[config.mk]
export PLATFORM = sky130hd
export DESIGN_NAME = gpio_edge_irq
export DESIGN_NICKNAME = d
export VERILOG_FILES = /design/src/rtl/gpio_edge_pkg.sv /design/src/rtl/gpio_edge_bank.sv /design/src/rtl/gpio_irq_merge.sv /design/src/rtl/gpio_wake_ctl.sv /design/src/rtl/gpio_edge_irq.sv
export SDC_FILE = /design/constraint.sdc
export NUM_CORES = 1
export LEC_CHECK = 0
export CAP_MARGIN = 20
export CORE_ASPECT_RATIO = 1.5
export CORE_MARGIN = 1.5
export CORE_UTILIZATION = 34
export DETAILED_ROUTE_END_ITERATION = 7
export SLEW_MARGIN = 30
export SYNTH_ARGS = -nofsm -noshare
export SYNTH_HDL_FRONTEND = slang
export SYNTH_SLANG_ARGS = --single-unit
[constraint.sdc]
create_clock -name clk -period 2.3 [get_ports clk]
set_clock_uncertainty 0.15 [all_clocks]
set_input_delay 0.23 -clock clk [delete_from_list [all_inputs] [get_ports clk]]
set_output_delay 0.23 -clock clk [all_outputs]
set_load 0.01 [all_outputs]
[src/rtl/gpio_edge_pkg.sv]
package gpio_edge_pkg;

   typedef enum logic [1:0] {
      SEL_RISE = 2'b00,
      SEL_FALL = 2'b01,
      SEL_CLR  = 2'b10,
      SEL_NONE = 2'b11
   } wr_sel_e;

   // index width that stays at least one bit wide
   function automatic int idx_w(input int n);
      return (n > 1) ? $clog2(n) : 1;
   endfunction

   localparam int IRQ_LINES = 3;

endpackage

[src/rtl/gpio_edge_bank.sv]
module gpio_edge_bank #(
   parameter int          BANK_W    = 32,
   parameter logic [31:0] WAKE_MASK = 32'h0
) (
   input  logic              clk,
   input  logic              rst_n,
   input  logic              armed_i,
   input  logic [BANK_W-1:0] pin_i,
   input  logic [BANK_W-1:0] dir_i,
   input  logic              rise_we_i,
   input  logic              fall_we_i,
   input  logic              clr_we_i,
   input  logic [BANK_W-1:0] wr_data_i,
   output logic [BANK_W-1:0] status_o,
   output logic [BANK_W-1:0] clr_o,
   output logic              wake_hit_o
);

   logic [BANK_W-1:0] prev_q;
   logic [BANK_W-1:0] rise_en_q;
   logic [BANK_W-1:0] fall_en_q;
   logic [BANK_W-1:0] status_q;
   logic [BANK_W-1:0] went_up;
   logic [BANK_W-1:0] went_down;
   logic [BANK_W-1:0] set_vec;
   logic [BANK_W-1:0] is_input;
   logic [BANK_W-1:0] wake_sel;

   assign is_input  = ~dir_i;
   assign went_up   = pin_i & ~prev_q;
   assign went_down = ~pin_i & prev_q;
   assign set_vec   = armed_i ? (((went_up & rise_en_q) | (went_down & fall_en_q)) & is_input)
                              : '0;
   assign clr_o     = clr_we_i ? wr_data_i : '0;
   assign wake_sel  = WAKE_MASK[BANK_W-1:0];
   assign wake_hit_o = armed_i & (|((went_up | went_down) & is_input & wake_sel));

   always_ff @(posedge clk or negedge rst_n) begin
      if (!rst_n) begin
         prev_q    <= '0;
         rise_en_q <= '0;
         fall_en_q <= '0;
         status_q  <= '0;
      end else begin
         prev_q   <= pin_i;
         // a fresh edge wins over a clear of the same bit
         status_q <= (status_q & ~clr_o) | set_vec;
         if (rise_we_i) rise_en_q <= wr_data_i;
         if (fall_we_i) fall_en_q <= wr_data_i;
      end
   end

   assign status_o = status_q;

endmodule

[src/rtl/gpio_irq_merge.sv]
module gpio_irq_merge #(
   parameter int NPIN = 128
) (
   input  logic [NPIN-1:0] status_i,
   output logic [2:0]      irq_o
);

   assign irq_o[0] = status_i[0];
   assign irq_o[1] = status_i[1];
   assign irq_o[2] = |status_i[NPIN-1:2];

endmodule

[src/rtl/gpio_wake_ctl.sv]
module gpio_wake_ctl #(
   parameter int NUM_BANKS = 4
) (
   input  logic                 clk,
   input  logic                 rst_n,
   input  logic [NUM_BANKS-1:0] hit_i,
   input  logic                 sleep_i,
   output logic                 wake_o
);

   logic wake_q;

   always_ff @(posedge clk or negedge rst_n) begin
      if (!rst_n)       wake_q <= 1'b0;
      else if (!sleep_i) wake_q <= 1'b0;
      else if (|hit_i)   wake_q <= 1'b1;
   end

   assign wake_o = wake_q;

endmodule

[src/rtl/gpio_edge_irq.sv]
module gpio_edge_irq #(
   parameter int                            NUM_BANKS = 4,
   parameter int                            BANK_W    = 32,
   parameter logic [NUM_BANKS*32-1:0]       WAKE_MASK = {32'h0012007F, 32'hEC080000,
                                                         32'h002001FC, 32'h8003FE1B},
   parameter int                            BANK_IDX_W = gpio_edge_pkg::idx_w(NUM_BANKS)
) (
   input  logic                        clk,
   input  logic                        rst_n,
   input  logic [NUM_BANKS*BANK_W-1:0] pin_i,
   input  logic [NUM_BANKS*BANK_W-1:0] dir_i,
   input  logic                        wr_en_i,
   input  logic [1:0]                  wr_sel_i,
   input  logic [BANK_IDX_W-1:0]       wr_bank_i,
   input  logic [BANK_W-1:0]           wr_data_i,
   input  logic [BANK_IDX_W-1:0]       rd_bank_i,
   output logic [BANK_W-1:0]           rd_status_o,
   output logic [2:0]                  irq_o,
   input  logic                        sleep_i,
   output logic                        wake_o
);
   import gpio_edge_pkg::*;

   localparam int NPIN = NUM_BANKS * BANK_W;

   if (BANK_W < 2 || BANK_W > 32) begin : g_bad_width
      $error("BANK_W must lie in 2..32");
   end
   if (NUM_BANKS < 1) begin : g_bad_banks
      $error("NUM_BANKS must be at least 1");
   end
   if (BANK_IDX_W < idx_w(NUM_BANKS)) begin : g_bad_idx
      $error("BANK_IDX_W too narrow for NUM_BANKS");
   end

   wr_sel_e              sel;
   logic                 armed_q;
   logic [NPIN-1:0]      stat_all;
   logic [NPIN-1:0]      clr_all;
   logic [NUM_BANKS-1:0] wake_hits;

   assign sel = wr_sel_e'(wr_sel_i);

   // first edge after reset only captures the reference levels
   always_ff @(posedge clk or negedge rst_n) begin
      if (!rst_n) armed_q <= 1'b0;
      else        armed_q <= 1'b1;
   end

   for (genvar b = 0; b < NUM_BANKS; b++) begin : g_bank
      logic hit_bank;
      logic rise_we, fall_we, clr_we;
      assign hit_bank = wr_en_i && (wr_bank_i == BANK_IDX_W'(b));
      assign rise_we  = hit_bank && (sel == SEL_RISE);
      assign fall_we  = hit_bank && (sel == SEL_FALL);
      assign clr_we   = hit_bank && (sel == SEL_CLR);

      gpio_edge_bank #(
         .BANK_W    (BANK_W),
         .WAKE_MASK (WAKE_MASK[b*32 +: 32])
      ) i_bank (
         .clk        (clk),
         .rst_n      (rst_n),
         .armed_i    (armed_q),
         .pin_i      (pin_i[b*BANK_W +: BANK_W]),
         .dir_i      (dir_i[b*BANK_W +: BANK_W]),
         .rise_we_i  (rise_we),
         .fall_we_i  (fall_we),
         .clr_we_i   (clr_we),
         .wr_data_i  (wr_data_i),
         .status_o   (stat_all[b*BANK_W +: BANK_W]),
         .clr_o      (clr_all[b*BANK_W +: BANK_W]),
         .wake_hit_o (wake_hits[b])
      );
   end

   always_comb begin
      rd_status_o = '0;
      for (int b = 0; b < NUM_BANKS; b++) begin
         if (rd_bank_i == BANK_IDX_W'(b)) rd_status_o = stat_all[b*BANK_W +: BANK_W];
      end
   end

   gpio_irq_merge #(.NPIN(NPIN)) i_merge (
      .status_i (stat_all),
      .irq_o    (irq_o)
   );

   gpio_wake_ctl #(.NUM_BANKS(NUM_BANKS)) i_wake (
      .clk     (clk),
      .rst_n   (rst_n),
      .hit_i   (wake_hits),
      .sleep_i (sleep_i),
      .wake_o  (wake_o)
   );

endmodule

==> impl_metrics.toml, run 1 <==
[global_routing]
grt_overflow_total = 0
grt_usage = 0.242
grt_pass1_vias = 19000
antenna_found_initial = 8
grt_pass1_wl_mm = 120
grt_max_degree = 98

[placed_design]
place_ws_ns = -0.503
dp_cells = 3154
gp_congestion = 0.863
dp.final_hpwl_mm = 60.6
portBuffers = 333

[cells_and_area]
layout_commonest_cell = "dfrtp_1"
mostFrequentLayoutCells = "dfrtp_1, clkdlybuf4s50_1, nand2_1"
fin_util = 0.474
drive_gt1_frac = 0.243
nets = 2786
instances_no_fill = 3332
layout-area-overhead-vs-synth_pct = 37.6

[job]
drv_cap = 0

[hold_path]
min_from = "pin_i[47]"
whs_endpoint = "g_bank[1].i_bank.prev_q[15]"
hold_depth = 1
hold_path.class = "input port to flip-flop"

[setup_path]
max_stage_delay_ns = 0.41
r2r-start = "g_bank[0].i_bank.prev_q[11]"
r2r_end = "i_wake.wake_o"
crit_start = "g_bank[1].i_bank.status_o[16]"
crit_chain = "nor4_4 > buf_4 > nand4_1 > nor4_2 > nand2_1 > buf_2"
critPathBufInv = 2
cp.required_ns = 1.92
reg2reg_slack_ns = 0.40
crit_arrival_ns = 2.31
cp-start-kind = "flip-flop"
crit_path_end_kind = "output pin"
ff2ff_path_depth = 6
crit_path_max_fanout = 2
setup.worst_path.class = "flip-flop to output pin"
path_delay_family = "simple AND/OR/NAND/NOR gates"
cpMaxStageDelayCell = "dfrtp_1"

[timing]
setup_viol = 2
fin_crit_sh = 1.17
relSlewSlack = 0.586
fin_ws_ns = -0.385
layout_min_cycle_time_ns = 2.69
fmaxAchievable_mhz = 372
tightestPinTransition_ns = 0.622
slew_violations = 0
rsz0062_at_grt = "yes"
final_hold_viol_count = 0

[power]
vdd_drop_max_uv = 606
leakage_nw = 13.7
power_density_nw_per_um2 = 891

[synthesis]
yosys_warnings = 0
yosysSeqAreaShare = 0.567
yosys_register_bits = 514
avgSynthCellArea_sq_um = 12.4
synth_area_sq_um = 22700
synth_cell_types = 31
syn-instance-count = 1830
synth_nets = 2202

[clock_tree]
cts_htree_levels = 2
worstSkewPairLatency_ns = 0.60
cts_made_buffers = 51
cts_tree = "built"
cts_buffer_depth = 3
clockRootBuffer = "clkbuf_16"
clk_pin_slew_ns = 0.06
clock_sinks = 514

[floorplan]
start_util = 0.345
num_io_pins = 334
design.die.area_sq_um = 68300
core-area_sq_um = 65800
die_w_um = 214
die_h_um = 319
rows = 115

[drt]
vias = 17400
vias_per_cell = 5.21
drt-initial-drc-count = 1209
wirelength_mm = 81.5
drc = 0
drtAntennaViolNets = 0
avgRoutedWirePerCell_um = 24.4
dr.pass1.iters = 7

[run_status]
status = "finished, violations left"
violations = "negative setup slack"
cells by family (layout without fill, tap and decap cells):
group           Yosys count  after routing  share of synthesized area
compound gates          276            276                     0.0966
fa+ha+maj                74             74                     0.0408
buf+inv                 297            916                     0.0519
flops                   514            514                      0.567
mux                     288            288                      0.159
other cells               1              7                   0.000165
simple gates            380            380                     0.0846
cell type report:
type	instances	area, sq um
multi-input cells	1019	8820
fillers	5942	34600
well taps	877	1100
clock inverters	13	174
inverters	202	758
diodes	6	15.0
repair buffers	626	5950
flip-flops and latches	514	12900
clock buffers	75	1520
cell usage after synthesis:
master	instances	area (sq um)
a22o_1	37	324
a31oi_1	1	6.26
a32o_1	128	1280
and4_1	1	8.76
buf_1	1	3.75
buf_2	25	125
buf_4	2	15.0
buf_6	3	33.8
clkbuf_1	64	240
conb_1	1	3.75
dfrtp_1	514	12900
ha_1	74	926
inv_1	202	758
mux2_1	50	563
mux2_2	206	2320
mux4_2	32	721
nand2_1	223	837
nand2b_1	4	25.0
nand3b_1	92	691
nand4_1	8	50.1
nor2_1	11	41.3
nor2b_1	1	6.26
nor3_1	1	5.00
nor3_2	1	10.0
nor3b_2	1	12.5
nor4_1	36	225
o21ai_0	91	455
o221ai_1	1	8.76
o22a_1	1	8.76
o22ai_1	17	106
or3_1	1	6.26
what timing repair did:
action,CTS,global route
buffers inserted,0,2
hold endpoints to repair,594,0
hold buffers,82,0
pin swaps,7,7
endpoints found under the setup margin,33,13
gates resized for setup,117,21
stage by stage:
step	hold WS [ns]	TNS (ns)	power (mW)	cell area [sq um]
6_report	0.0168	-0.436	27.8	31200
4_1_cts	0.0000759	-0.416	28.0	31200
5_1_grt	0.00903	-0.516	29.0	31200
3_3_place_gp	0.00415	-0.551	19.2	28700
2_1_floorplan	-0.216	0	15.0	22700
3_5_place_dp	-0.00226	-0.573	19.5	28700
sequential cells by signal (all words and copies together) (netlist names):
name / cells
g_bank.i_bank.status_o: 128
i_wake.wake_o: 1
armed_q: 1
g_bank.i_bank.fall_en_q: 128
g_bank.i_bank.prev_q: 128
g_bank.i_bank.rise_en_q: 128
where the power goes:
| group | total [mW] | leakage, nW | internal (mW) | switching, mW |
|---|---|---|---|---|
| clock network | 8.47 | 0.823 | 4.89 | 3.58 |
| logic | 6.89 | 6.79 | 3.93 | 2.96 |
| registers | 12.4 | 6.05 | 11.1 | 1.35 |
| total | 27.8 | 13.7 | 19.9 | 7.88 |
how the worst max path moves through the flow:
| stage | cells after the start | end | slack, ns |
|---|---|---|---|
| after floorplan | 3 | rd_status_o[10] | 0.61 |
| after global placement | 6 | irq_o[2] | -0.47 |
| after detailed placement | 6 | irq_o[2] | -0.50 |
| after CTS | 6 | irq_o[2] | -0.42 |
| after global routing | 6 | irq_o[2] | -0.45 |
| final | 6 | irq_o[2] | -0.39 |
layer usage:
layer / routed length [um] / share of wire / vias up / GRT usage
li1: - / - / 7652 / -
met2: 42300 / 0.52 / 583 / 0.432
met1: 31200 / 0.38 / 8943 / 0.285
met5: 34 / 0.00042 / - / 0
met3: 4040 / 0.050 / 168 / 0.0343
met4: 3830 / 0.047 / 6 / 0.107
Power figures use the tool's default switching activity.
==> run 2: changes to the inputs <==
--- a/config.mk
+++ b/config.mk
@@ -5,11 +5,14 @@
 export SDC_FILE = /design/constraint.sdc
 export NUM_CORES = 1
 export LEC_CHECK = 0
+export ABC_CLOCK_PERIOD_IN_PS = 2300
 export CAP_MARGIN = 20
 export CORE_ASPECT_RATIO = 1.5
 export CORE_MARGIN = 1.5
 export CORE_UTILIZATION = 34
 export DETAILED_ROUTE_END_ITERATION = 7
+export HOLD_SLACK_MARGIN = 0.03
+export SKIP_CTS_REPAIR_TIMING = 1
 export SLEW_MARGIN = 30
 export SYNTH_ARGS = -nofsm -noshare
 export SYNTH_HDL_FRONTEND = slang
==> impl_metrics.toml, run 2 (synthesized netlist as in run 1, its figures left out) <==
[run_status]
status = "finished, violations left"
violations = "negative setup slack"

[drt]
vias_per_cell = 5.22
drc = 0
avgRoutedWirePerCell_um = 24.4
drt-initial-drc-count = 1152
dr.pass1.iters = 5
drtAntennaViolNets = 0
vias = 17500
wirelength_mm = 81.7

[setup_path]
r2r-start = "g_bank[2].i_bank.prev_q[27]"
ff2ff_path_depth = 6
crit_path_max_fanout = 2
reg2reg_slack_ns = 0.31
cp-start-kind = "flip-flop"
cp.required_ns = 1.92
crit_path_end_kind = "output pin"
setup.worst_path.class = "flip-flop to output pin"
crit_arrival_ns = 2.31
r2r_end = "i_wake.wake_o"

[global_routing]
grt_overflow_total = 0
grt_pass1_wl_mm = 119
antenna_found_initial = 11
grt_max_degree = 98
grt_usage = 0.240
grt_pass1_vias = 18600

[floorplan]
rows = 115
start_util = 0.345
core-area_sq_um = 65800
die_h_um = 319
die_w_um = 214
design.die.area_sq_um = 68300
num_io_pins = 334

[cells_and_area]
multi_input_area_sq_um = 8800
drive_gt1_frac = 0.227
fin_util = 0.479
register_area_sq_um = 12900
nets = 2800
mostFrequentLayoutCells = "dfrtp_1, clkdlybuf4s50_1, nand2_1"
layout-area-overhead-vs-synth_pct = 39.0
fillers = 5902
layout_commonest_cell = "dfrtp_1"

[hold_path]
hold_path.class = "input port to flip-flop"
hold_depth = 1
min_from = "pin_i[79]"
whs_endpoint = "g_bank[2].i_bank.prev_q[15]"

[timing]
fin_ws_ns = -0.393
slew_violations = 0
tightestPinTransition_ns = 0.617
setup_viol = 1
rsz0062_at_grt = "yes"
fmaxAchievable_mhz = 371
final_hold_viol_count = 0
fin_setup_tns_ns = -0.393
layout_min_cycle_time_ns = 2.69
fin_crit_sh = 1.17
relSlewSlack = 0.588

[power]
power_mw = 27.9
leakage_nw = 13.9
power_density_nw_per_um2 = 886
vdd_drop_max_uv = 606

[clock_tree]
clock_sinks = 514
clockRootBuffer = "clkbuf_16"
worstSkewPairLatency_ns = 0.61
cts_buffer_depth = 3
cts_made_buffers = 51
cts_htree_levels = 2
clk_pin_slew_ns = 0.06
cts_tree = "built"

[placed_design]
dp.final_hpwl_mm = 60.6
portBuffers = 333
gp_congestion = 0.863
place_ws_ns = -0.503

[job]
drv_cap = 0
==> run 2: cell types whose count changed in the layout (fill, tap and decap cells not counted), moves of 4 or more <==
cell             previous run  this run
nor4_1                     22        26
nor4_2                     12         7
buf_2                      21         2
clkdlybuf4s15_1             4         0
dlygate4sd3_1              81        97
clkbuf_2                    8         3
dlymetal6s2s_1              0        30
==> run 2: worst max-delay path by stage <==
stage                                   from              end  slack [ns]
4_1_cts        g_bank[1].i_bank.status_o[22]         irq_o[2]       -1.15
3_3_place_gp   g_bank[1].i_bank.status_o[22]         irq_o[2]       -0.47
3_5_place_dp   g_bank[1].i_bank.status_o[22]         irq_o[2]       -0.50
5_1_grt        g_bank[0].i_bank.status_o[26]         irq_o[2]       -0.46
2_1_floorplan                   rd_bank_i[0]  rd_status_o[10]        0.61
6_report       g_bank[2].i_bank.status_o[28]         irq_o[2]       -0.39
==> run 2: where the power goes <==
part / internal, mW / switching [mW] / leakage (nW)
logic: 4.07 / 2.94 / 7.05
clock network: 4.89 / 3.58 / 0.823
registers: 11.1 / 1.34 / 6.05
total: 20.1 / 7.86 / 13.9
==> run 2: layout make-up <==
class                   instances  area share
clock inverters                13     0.00552
multi-input cells            1019       0.279
inverters                     202      0.0241
flip-flops and latches        514       0.408
repair buffers                640       0.199
clock buffers                  75      0.0481
well taps                     877      0.0348
diodes                          8    0.000635
==> run 2: stage by stage <==
step	std cells	hold slack, ns	cell area [sq um]
2_1_floorplan	1830	-0.216	22700
3_3_place_gp	3154	0.00415	28700
3_5_place_dp	3154	-0.00226	28700
4_1_cts	3242	-0.629	30400
5_1_grt	3346	0.0272	31500
6_report	3348	0.0200	31500
==> run 2: critical path, stage by stage, from the launching register on <==
cell and delay [ns]:
dfrtp_1 0.39, nor4_1 0.44, buf_4 0.19, nand4_1 0.10, nor4_1 0.25, nand2_1 0.18
clkbuf_2 0.17
==> run 2: layer usage <==
| metal | track usage | part of all wire | vias up |
|---|---|---|---|
| li1 | - | - | 7678 |
| met4 | 0.107 | 0.044 | 8 |
| met1 | 0.280 | 0.38 | 9004 |
| met5 | 0 | 0.00056 | - |
| met2 | 0.425 | 0.52 | 611 |
| met3 | 0.0398 | 0.053 | 169 |
==> run 3: changes to the inputs <==
--- a/config.mk
+++ b/config.mk
@@ -12,8 +12,10 @@
 export CORE_UTILIZATION = 34
 export DETAILED_ROUTE_END_ITERATION = 7
 export HOLD_SLACK_MARGIN = 0.03
+export RECOVER_POWER = 100
 export SKIP_CTS_REPAIR_TIMING = 1
 export SLEW_MARGIN = 30
 export SYNTH_ARGS = -nofsm -noshare
 export SYNTH_HDL_FRONTEND = slang
 export SYNTH_SLANG_ARGS = --single-unit
+export TNS_END_PERCENT = 1
==> impl_metrics.toml, run 3 (synthesized netlist as in run 1, its figures left out) <==
[clock_tree]
cts_made_buffers = 51
clk_pin_slew_ns = 0.06
clockRootBuffer = "clkbuf_16"
clock_sinks = 514
cts_buffer_depth = 3
cts_tree = "built"
cts_htree_levels = 2
worstSkewPairLatency_ns = 0.60

[drt]
wirelength_mm = 81.6
avgRoutedWirePerCell_um = 24.4
drt-initial-drc-count = 1126
dr.pass1.iters = 5
drc = 0
vias_per_cell = 5.22
drtAntennaViolNets = 0
vias = 17500

[cells_and_area]
mostFrequentLayoutCells = "dfrtp_1, dlygate4sd3_1, nand2_1"
layout-area-overhead-vs-synth_pct = 36.6
layout_commonest_cell = "dfrtp_1"
drive_gt1_frac = 0.211
design_area_sq_um = 31000
instances_no_fill = 3347
multi_input_area_sq_um = 8730
nets = 2800
register_area_sq_um = 12900
fillers = 5979
fin_util = 0.471

[timing]
final_hold_viol_count = 0
fmaxAchievable_mhz = 370
fin_ws_ns = -0.400
fin_crit_sh = 1.17
setup_viol = 2
rsz0062_at_grt = "yes"
holdWs_ns = 0.123
layout_min_cycle_time_ns = 2.70
slew_violations = 0
tightestPinTransition_ns = 1.32
fin_setup_tns_ns = -0.419
relSlewSlack = 0.123

[placed_design]
dpl-instance-area_sq_um = 28700
place_ws_ns = -0.503
dp.final_hpwl_mm = 60.6
dp_cells = 3154
gp_congestion = 0.863
portBuffers = 333

[global_routing]
grt_pass1_vias = 18600
grt_max_degree = 98
grt.met3_usage = 0.0398
grt_pass1_wl_mm = 119
antenna_found_initial = 11
grtUsageMet1 = 0.280
grt_usage = 0.240
grt_busiest_layer = "met2"
grt_use_met2 = 0.425
grt_overflow_total = 0

[job]
drv_cap = 0

[floorplan]
rows = 115
design.die.area_sq_um = 68300
die_h_um = 319
core-area_sq_um = 65800
start_util = 0.345
num_io_pins = 334
die_w_um = 214

[setup_path]
crit_arrival_ns = 2.32
cp.required_ns = 1.92
crit_path_end_kind = "output pin"
cp-start-kind = "flip-flop"
setup.worst_path.class = "flip-flop to output pin"
crit_path_max_fanout = 2

[power]
vdd_drop_max_uv = 601
power_mw = 27.7
leakage_nw = 13.7
power_density_nw_per_um2 = 894

[run_status]
status = "finished, violations left"
violations = "negative setup slack"

[hold_path]
hold_path.class = "input port to flip-flop"
==> run 3: changes by cell type in the layout (fill, tap and decap cells not counted), sizes merged <==
cell / before / now
buf: 213 / 145
clkbuf: 78 / 147
clkdlybuf4s50: 297 / 165
diode: 8 / 7
dlygate4sd3: 97 / 229
dlymetal6s2s: 30 / 29
==> run 3: worst paths after layout <==
kind / from / end / slack [ns] / cells after the start
worst max-delay path: g_bank[2].i_bank.status_o[28] / irq_o[2] / -0.40 / 6
worst min-delay path: dir_i[75] / g_bank[2].i_bank.status_o[11] / 0.12 / 3
worst max register to register: g_bank[2].i_bank.prev_q[27] / i_wake.wake_o / 0.31 / 6
worst min register to register: g_bank[3].i_bank.rise_en_q[6] / g_bank[3].i_bank.rise_en_q[6] / 0.34 / 1
max in group asynchronous: rst_n / g_bank[0].i_bank.rise_en_q[5] / 0.11 / 3
min in group asynchronous: rst_n / g_bank[3].i_bank.prev_q[23] / 1.04 / 3
==> run 3: routing by layer <==
layer | part of all wire | wire length (um) | up-vias
met1 | 0.38 | 30800 | 8994
met3 | 0.055 | 4450 | 171
met2 | 0.52 | 42700 | 601
li1 | - | - | 7687
met5 | 0.00053 | 43 | -
met4 | 0.045 | 3640 | 8
==> run 3: final cells by class <==
class                      count  share of cell area
timing repair buffer         640               0.188
clock inverter                13             0.00561
clock buffer                  75              0.0489
multi-input combinational   1019               0.282
tap                          877              0.0354
antenna                        7            0.000565
inverter                     202              0.0245
sequential                   514               0.415
==> run 3: report_power, final <==
group | internal [mW] | total (mW) | switching (mW)
logic | 3.87 | 6.80 | 2.93
registers | 11.1 | 12.4 | 1.34
clock network | 4.89 | 8.46 | 3.57
==> run 3: critical path: stages, from the launching register on <==
cell      delay [ns]
dfrtp_1         0.39
nor4_1          0.44
buf_4           0.19
nand4_1         0.11
nor4_1          0.25
nand2_1         0.19
clkbuf_2        0.17
